### src/rtl/dly_serial_prog.sv
module dly_serial_prog #(
  parameter int DW   = 9,
  parameter int SYNC = 2
) (
  input  logic          clk,
  input  logic          rst_n,
  input  logic          ser_clk,
  input  logic          ser_dat,
  input  logic          ser_ld,
  output logic [DW-1:0] dly0,
  output logic [DW-1:0] dly1,
  output logic          ext_mode,
  output logic          chain_en,
  output logic          q0_en,
  output logic          wr_vld,
  output logic          wr_ch
);
  localparam int FW = DW + 2;

  logic [SYNC:0] sck_p, dat_p, ld_p;
  logic [FW-1:0] sr;

  always_ff @(posedge clk or negedge rst_n)
    if (!rst_n) begin
      sck_p <= '0;
      dat_p <= '0;
      ld_p  <= '0;
    end else begin
      sck_p <= {sck_p[SYNC-1:0], ser_clk};
      dat_p <= {dat_p[SYNC-1:0], ser_dat};
      ld_p  <= {ld_p[SYNC-1:0], ser_ld};
    end

  wire ld_s     = ld_p[SYNC-1];
  wire ld_rise  = ld_s & ~ld_p[SYNC];
  wire sck_rise = sck_p[SYNC-1] & ~sck_p[SYNC];
  wire shift_en = sck_rise & ~ld_s;

  always_ff @(posedge clk or negedge rst_n)
    if (!rst_n) sr <= '0;
    else if (shift_en) sr <= {dat_p[SYNC-1], sr[FW-1:1]};

  always_ff @(posedge clk or negedge rst_n)
    if (!rst_n) begin
      dly0     <= '0;
      dly1     <= '0;
      ext_mode <= 1'b0;
      wr_vld   <= 1'b0;
      wr_ch    <= 1'b0;
    end else begin
      wr_vld <= ld_rise;
      if (ld_rise) begin
        if (sr[0]) dly1 <= sr[FW-1:2];
        else       dly0 <= sr[FW-1:2];
        ext_mode <= sr[1];
        wr_ch    <= sr[0];
      end
    end

  assign chain_en = ext_mode;
  assign q0_en    = ~ext_mode;

  p_ch1_kept_r3: assert property (@(posedge clk) disable iff (!rst_n)
    (wr_vld && !wr_ch) |-> $stable(dly1));
  p_ch0_kept_r4: assert property (@(posedge clk) disable iff (!rst_n)
    (wr_vld && wr_ch) |-> $stable(dly0));
  p_only_on_load_r7: assert property (@(posedge clk) disable iff (!rst_n)
    !wr_vld |-> ($stable(dly0) && $stable(dly1) && $stable(ext_mode)));
  p_pulse_single_r9: assert property (@(posedge clk) disable iff (!rst_n)
    wr_vld |=> !wr_vld);
  p_no_shift_r8: assert property (@(posedge clk) disable iff (!rst_n)
    ld_s |=> $stable(sr));
  p_q0_parked_r6: assert property (@(posedge clk) disable iff (!rst_n)
    (wr_vld && $past(sr[1])) |-> (!q0_en && chain_en));
endmodule

### config.mk
export PLATFORM = sky130hd
export DESIGN_NAME = dly_serial_prog
export DESIGN_NICKNAME = d
export VERILOG_FILES = /design/src/rtl/dly_serial_prog.sv
export SDC_FILE = /design/constraint.sdc
export NUM_CORES = 1
export LEC_CHECK = 0
export BUFFER_PORTS_ARGS = -buffer_cell sky130_fd_sc_hd__buf_2
export CAP_MARGIN = 25
export CORE_ASPECT_RATIO = 2
export CORE_MARGIN = 2
export CORE_UTILIZATION = 47
export DETAILED_ROUTE_END_ITERATION = 10
export PLACE_DENSITY_LB_ADDON = 0.05
export SLEW_MARGIN = 10
export SYNTH_ARGS = -nofsm -noshare
export SYNTH_HDL_FRONTEND = slang
export SYNTH_SLANG_ARGS = --single-unit
### constraint.sdc
create_clock -name clk -period 1.3 [get_ports clk]
set_input_delay 0.195 -clock clk [delete_from_list [all_inputs] [get_ports clk]]
set_output_delay 0.195 -clock clk [all_outputs]
set_load 0.01 [all_outputs]
==> summary.md, run 1 <==
| Metric | Value |
|---|---|
| Syn_area_per_cell | `~18 um2` |
| Share of layout cells above drive strength 1 | `roughly three fifths` |
| Via count | `762` |
| H-tree level count | `2` |
| Simple-gate share of the synthesized area | `around 2.9%` |
| Post-synthesis mux area share | `a little under a quarter` |
| Post-synth top area share | `about 70%` |
| R2R cell count | `3` |
| Hold Path Cell Cnt | `0` |
| Yosys top cell by area | `dfrtp_1` |
| ANT nets after route | `0` |
| VDD IR max | `~0.0011 V` |
| Pin count of the biggest net entering global routing | `23` |
| WHS | `0.352 ns` |
| Final slew viol count | `0` |
| Initial Util | `between 40% and 50%` |
| Vias per cell | `~5` |
| Antenna diodes | `0` |
| CTS Buf Count | `5` |
| WP data arrival | `roughly 1.4 ns` |
| Initial antenna violation count | `0` |
| XOR/XNOR Fraction of Synth Area | `0%` |
| I/O Pins | `28` |
| Seq/Total Area, Yosys | `between 60% and 70%` |
| Max Cap Viol | `0` |
| Clock Path Buffers | `2` |
| Outcome | `complete, no violations` |
| Wire per inst | `approximately 15 um` |
| Fin crit share | `between 90 and 100%` |
| Total gr overflow | `0` |
| Iteration-0 DRC Markers | `22` |
| Mapped Area | `around 1400 um2` |
| Final wirelength | `approximately 2200 um` |
| Final Hold Fails | `0` |
| Vias in the first global route | `820` |
| Sink Count | `40` |
| Final setup violation count | `0` |
| WHS Endpoint | `ld_p[1]` |
| Die footprint | `roughly 3500 um2` |
| Drt first pass iters | `2` |
| Final WS setup | `roughly 0.052 ns` |
| Critical Path End Type | `flip-flop` |
| Netlist cell types | `9` |
| Rows | `28` |
| Final Skew | `approximately 0.004 ns` |
| Placed cells | `around 140` |
| R2R setup slack | `roughly 0.052 ns` |
| Total nets after synthesis | `86` |
| Worst Setup Start Kind | `flip-flop` |
| Clock Root Buffer | `clkbuf_8` |
| Yosys warning count | `0` |
| Post-Synthesis Cells | `81` |
| Worst Setup Path Type | `flip-flop to flip-flop` |
| I/O Buffers | `27` |
| Least-Margin Pin Slew | `about 0.44 ns` |
| Fmax | `0.801 GHz` |
| Layout Utilization | `61.0%` |
| Power per Cell Area | `between 1500 and 2000 nW/um2` |
| Post-DP HPWL | `1550 um` |
| Headroom to the max-slew limit | `70.8%` |
| Placement Setup Slack | `0.0306 ns` |
| Adder-cell share of the synthesized area | `0%` |
| Clock transition at path regs | `about 0.080 ns` |
| Worst-Skew Late Latency | `0.28 ns` |
| RSZ-0062 raised after global routing | `true` |
| DIE WIDTH | `between 40 and 50 um` |
| Flop and latch count out of synthesis | `40` |
| Final min period | `about 1.2 ns` |
| Area growth syn-to-layout | `25.1%` |
| R2r endpoint | `dly0[0]` |
| Main combinational cell family by area after synthesis | `multiplexers` |
| Synth Area in Compound Gates | `less than 1%` |
| Global-route wire length before repair | `around 3800 um` |
| Main area contributors after synthesis | `dfrtp_1 70%, mux2_2 24%, buf_6 2.4%` |
| Min-delay worst type | `flip-flop to flip-flop` |
| Vert. Die Dim | `about 82 um` |
| Worst hold path startpoint | `ld_p[0]` |
| Gp weighted congestion | `between 0.6 and 0.7` |
| Crit Path Max Fanout | `9` |
| Worst r2r src | `ld_p[1]` |
| Leakage dissipation | `slightly above 0.9 nW` |
| Final nets | `between 100 and 150` |
| Tot Pwr | `between 3 and 4 mW` |
| All-Layer GR Usage | `between 10% and 20%` |
| Fillers | `roughly 230` |
| Core area | `a little under 3000 um2` |
| Drc violations | `0` |
| Post-route insts no fill | `roughly 150` |
| CTS tree | `built` |
| Required time worst endpoint | `around 1.5 ns` |
==> cell families after synthesis <==
logic type      Yosys count
flops                    40
compound gates            1
mux                      30
buf+inv                   6
simple gates              4
==> per-stage QoR <==
| stage | instance area [um2] | TNS (ns) |
|---|---|---|
| 6_report | 1790 | 0 |
| 5_1_grt | 1790 | -0.193 |
| 4_1_cts | 1760 | 0 |
| 3_5_place_dp | 1630 | 0 |
| 3_3_place_gp | 1630 | 0 |
| 2_1_floorplan | 1430 | 0 |
==> per-layer routing <==
layer  track usage, %  vias up  part of all wire, %
li1                 -      357                    -
met1             18.2      378                   42
met2             23.5       22                   51
met3             4.78        5                  4.5
met4             7.27        0                  2.3
met5                0        -                    0
==> final cells by class <==
type / instances / area, um2 / area share (%)
clock buffers: 5 / 68.8 / 3.84
well taps: 30 / 37.5 / 2.09
clock inverters: 3 / 42.5 / 2.37
repair buffers: 37 / 253 / 14.1
inverters: 2 / 7.51 / 0.418
flip-flops and latches: 40 / 1000 / 55.8
multi-input cells: 35 / 384 / 21.4
==> worst max-delay path, cell delays in order (launching register included) <==
cell,delay [ns]
dfrtp_1,0.41
nor3b_2,0.20
buf_6,0.17
mux2_2,0.35
==> synth_stat cells, drive strengths merged <==
library cell,instances
mux2,30
o21ai,1
nor3b,2
buf,4
and2b,1
dfrtp,40
nand3b,1
inv,2
==> layout by cell type (no fill, tap or decap) <==
| cell type | count |
|---|---|
| dfrtp_1 | 40 |
| mux2_2 | 30 |
| buf_2 | 27 |
| clkbuf_8 | 5 |
| dlygate4sd3_1 | 4 |
| inv_1 | 2 |
| nor3b_2 | 2 |
| buf_12 | 2 |
| buf_4 | 2 |
| buf_6 | 2 |
| and2b_2 | 1 |
| nand3b_1 | 1 |
| o21ai_0 | 1 |
| clkinvlp_4 | 1 |
| clkinv_2 | 1 |
| bufinv_16 | 1 |
==> where the power goes <==
| group | internal [mW] | switching [mW] | total (mW) |
|---|---|---|---|
| clock | 0.567 | 0.412 | 0.980 |
| combinational | 0.318 | 0.221 | 0.539 |
| sequential | 1.50 | 0.173 | 1.68 |
==> registers in the layout, indices dropped and copies added, names as in the netlist <==
register	flops
wr_vld	1
chain_en	1
wr_ch	1
ld_p	3
dly0	9
dly1	9
dat_p	2
sck_p	3
sr	11
==> worst max path at each step <==
stage,startpoint,end,slack [ns],depth (start not counted)
after detailed placement,ld_p[1],dly0[0],0.03,3
final,ld_p[1],dly0[0],0.05,3
after floorplan,ld_p[1],sr[0],0.09,3
after global placement,ld_p[1],sr[0],0.03,3
after global routing,ld_p[1],dly0[0],-0.02,3
after CTS,ld_p[1],dly0[0],0.003,3
==> repair_timing <==
| action | 4_1_cts | 5_1_grt |
|---|---|---|
| endpoints found under the setup margin | 0 | 20 |
| resized for setup | 0 | 2 |
| hold buffers | 2 | 2 |
| setup buffers | 0 | 1 |
| hold endpoints to repair | 19 | 2 |
Power figures use the tool's default switching activity.
==> run 2: changes to the inputs <==
Settings changed: CORE_UTILIZATION 47 to 40.
==> run 2 against run 1 <==
Against the previous run:
- setup slack lost 0.066 ns
- core utilization decreased by 7.1 points
- first-iteration DRC count fell by 36%
- wire length increased by 15%
- the flow now finishes with violations (negative setup slack)
- die area increased by 16%
- register-to-register slack got worse by 0.07 ns
- non-clock buffer count fell by 1
- sequential share of layout area is 1.4 points lower
==> summary.md, run 2 (synthesis results as in run 1) <==
| Metric | Value |
|---|---|
| Setup_tns | `-0.116 ns (-0.116 ns)` |
| Pin count of the biggest net entering global routing | `27 (+17%)` |
| Iteration-0 DRC Markers | `14 (-36%)` |
| Design Area, Final | `1840 um2 (+2.7%)` |
| Final Skew | `0.00836 ns (+0.00442 ns)` |
| CTS tree | `built` |
| Final nets | `125 (-0.79%)` |
| RSZ-0062 raised after global routing | `true` |
| Crit Path Max Fanout | `7 (-2)` |
| Share of layout cells above drive strength 1 | `61.2% (+0.50 points)` |
| Max FFs per register | `11 (unchanged)` |
| Final Hold Fails | `0 (unchanged)` |
| Fmax | `0.761 GHz (-5.1%)` |
| Outcome | `finished with violations` |
| Layout Utilization | `53.9% (-7.1 points)` |
| All-Layer GR Usage | `13.9% (-0.91 points)` |
| Critical Path End Type | `flip-flop` |
| Total gr overflow | `0 (unchanged)` |
| Worst Setup Path Type | `flip-flop to flip-flop` |
| Gp weighted congestion | `0.689 (+5.9%)` |
| Clock transition at path regs | `0.08 ns (about the same)` |
| Clock Path Buffers | `2 (unchanged)` |
| Clock Root Buffer | `clkbuf_8` |
| Failing checks | `negative setup slack` |
| Post-route insts no fill | `169 (+11%)` |
| Drt first pass iters | `4 (+2)` |
| Post-DP HPWL | `1670 um (+8.0%)` |
| H-tree level count | `2 (unchanged)` |
| Sink Count | `40 (unchanged)` |
| Via count | `777 (+2.0%)` |
| Max Cap Viol | `0 (unchanged)` |
| Worst-path cell chain | `nor3b_4 > buf_6 > mux2_4` |
| Min-delay worst type | `primary input to flip-flop` |
| I/O Buffers | `27 (unchanged)` |
| WP data arrival | `1.48 ns (+0.06 ns)` |
| WHS | `0.0150 ns (-0.337 ns)` |
| Headroom to the max-slew limit | `75.2% (+4.5 points)` |
| Vias in the first global route | `790 (-3.7%)` |
| Wire per inst | `15.0 um (+3.6%)` |
| Power per Cell Area | `1710 nW/um2 (-4.1%)` |
| Final WS setup | `-0.0144 ns (-0.0665 ns)` |
| Final slew viol count | `0 (unchanged)` |
| Rows | `30 (+7.1%)` |
| Initial antenna violation count | `0 (unchanged)` |
| Area growth syn-to-layout | `28.4%` |
| Vias per cell | `4.60 (-8.3%)` |
| Required time worst endpoint | `1.46 ns (about the same)` |
| Final min period | `1.31 ns (+0.0665 ns)` |
| Top Registers | `sr: 11 flops, dly0: 9 flops, dly1: 9 flops` |
| Initial Util | `42.0% (-6.7 points)` |
| Leakage dissipation | `0.951 nW (+3.0%)` |
| Least-Margin Pin Slew | `0.372 ns (-0.0668 ns)` |
| Fin crit share | `101% (+5.1 points)` |
| Placed cells | `158 (+14%)` |
| Biggest register | `sr` |
| Drc violations | `0 (unchanged)` |
| Core area | `3420 um2 (+16%)` |
| Global-route wire length before repair | `3950 um (+3.8%)` |
| CP max stage delay | `0.44 ns (+0.03 ns)` |
| Most frequent cells in the layout | `39 x dfrtp_1, 27 x buf_2, 15 x mux2_4, 15 x mux2_2, 6 x clkbuf_8` |
| ANT nets after route | `0 (unchanged)` |
| Worst Setup Start Kind | `flip-flop` |
| Final wirelength | `2540 um (+15%)` |
| Antenna diodes | `0 (unchanged)` |
| CTS Buf Count | `5 (unchanged)` |
| Post-DP Area | `1650 um2 (+1.1%)` |
| VDD IR max | `0.000850 V (-19%)` |
| Worst-Skew Late Latency | `0.28 ns (about the same)` |
| Final setup violation count | `11 (+11)` |
| Slowest cell on crit path | `dfrtp_2` |
| Vert. Die Dim | `88.7 um (+8.0%)` |
| Die footprint | `4110 um2 (+16%)` |
| I/O Pins | `28 (unchanged)` |
| Most common cell after layout, fill and taps aside | `dfrtp_1` |
| DIE WIDTH | `46.3 um (+7.6%)` |
run 2: cell types whose count changed in the layout (fill, tap and decap cells not counted):
cell and change:
mux2_2 -15, mux2_4 +15, buf_6 +2, clkbuf_1 +2, dlygate4sd3_1 -2, buf_12 -1, bufinv_16 -1, clkbuf_8 +1
clkinv_2 -1, clkinvlp_4 -1, dfrtp_1 -1, dfrtp_2 +1, nor3b_2 -1, nor3b_4 +1
run 2: final timing paths:
check / from / to / slack, ns / depth (start not counted)
worst max-delay path: ld_p[1] / sr[9] / -0.01 / 3
worst min-delay path: ser_clk / sck_p[0] / 0.01 / 1
worst max register to register: ld_p[1] / sr[9] / -0.01 / 3
worst min register to register: ld_p[0] / ld_p[1] / 0.35 / 0
max in group asynchronous: rst_n / ld_p[1] / 0.47 / 3
min in group asynchronous: rst_n / dly0[7] / 0.36 / 2
run 2: critical path: cells and delay by family, from the launching register on:
kind	cells	cell delay (ns)
flops	1	0.44
simple gates	1	0.25
mux	1	0.31
buf+inv	1	0.19
run 2: per-layer routing:
metal  wire (um)  GRT usage, %  vias up
li1            -             -      353
met1        1030          16.6      403
met2        1400          22.2       17
met3          68          3.67        4
met4          42          7.01        0
met5           0             0        -
run 2: area by class of cell:
cell class	count	area (um2)
well taps	48	60.1
flip-flops and latches	40	1000
fillers	290	1570
inverters	2	7.51
repair buffers	36	235
clock buffers	8	90.1
multi-input cells	35	447
run 2: what timing repair did:
action	4_1_cts	5_1_grt
setup buffers	0	1
hold endpoints to repair	14	1
gates resized for setup	6	15
hold buffers	1	1
endpoints found under the setup margin	12	20
pin swaps	0	1
gates cloned	0	0
run 2: per-stage QoR:
| step | power, mW | setup WS (ns) |
|---|---|---|
| final | 3.14 | -0.0144 |
| after global placement | 2.24 | -0.00991 |
| after detailed placement | 2.25 | -0.0336 |
| after CTS | 3.14 | -0.0472 |
| after floorplan | 1.99 | 0.0897 |
| after global routing | 3.33 | -0.0563 |
run 2: where the power goes:
| group | switching, mW | leakage, nW | total (mW) | internal (mW) |
|---|---|---|---|---|
| combinational | 0.232 | 0.392 | 0.621 | 0.388 |
| clock | 0.387 | 0.0455 | 0.820 | 0.433 |
| sequential | 0.201 | 0.514 | 1.70 | 1.50 |
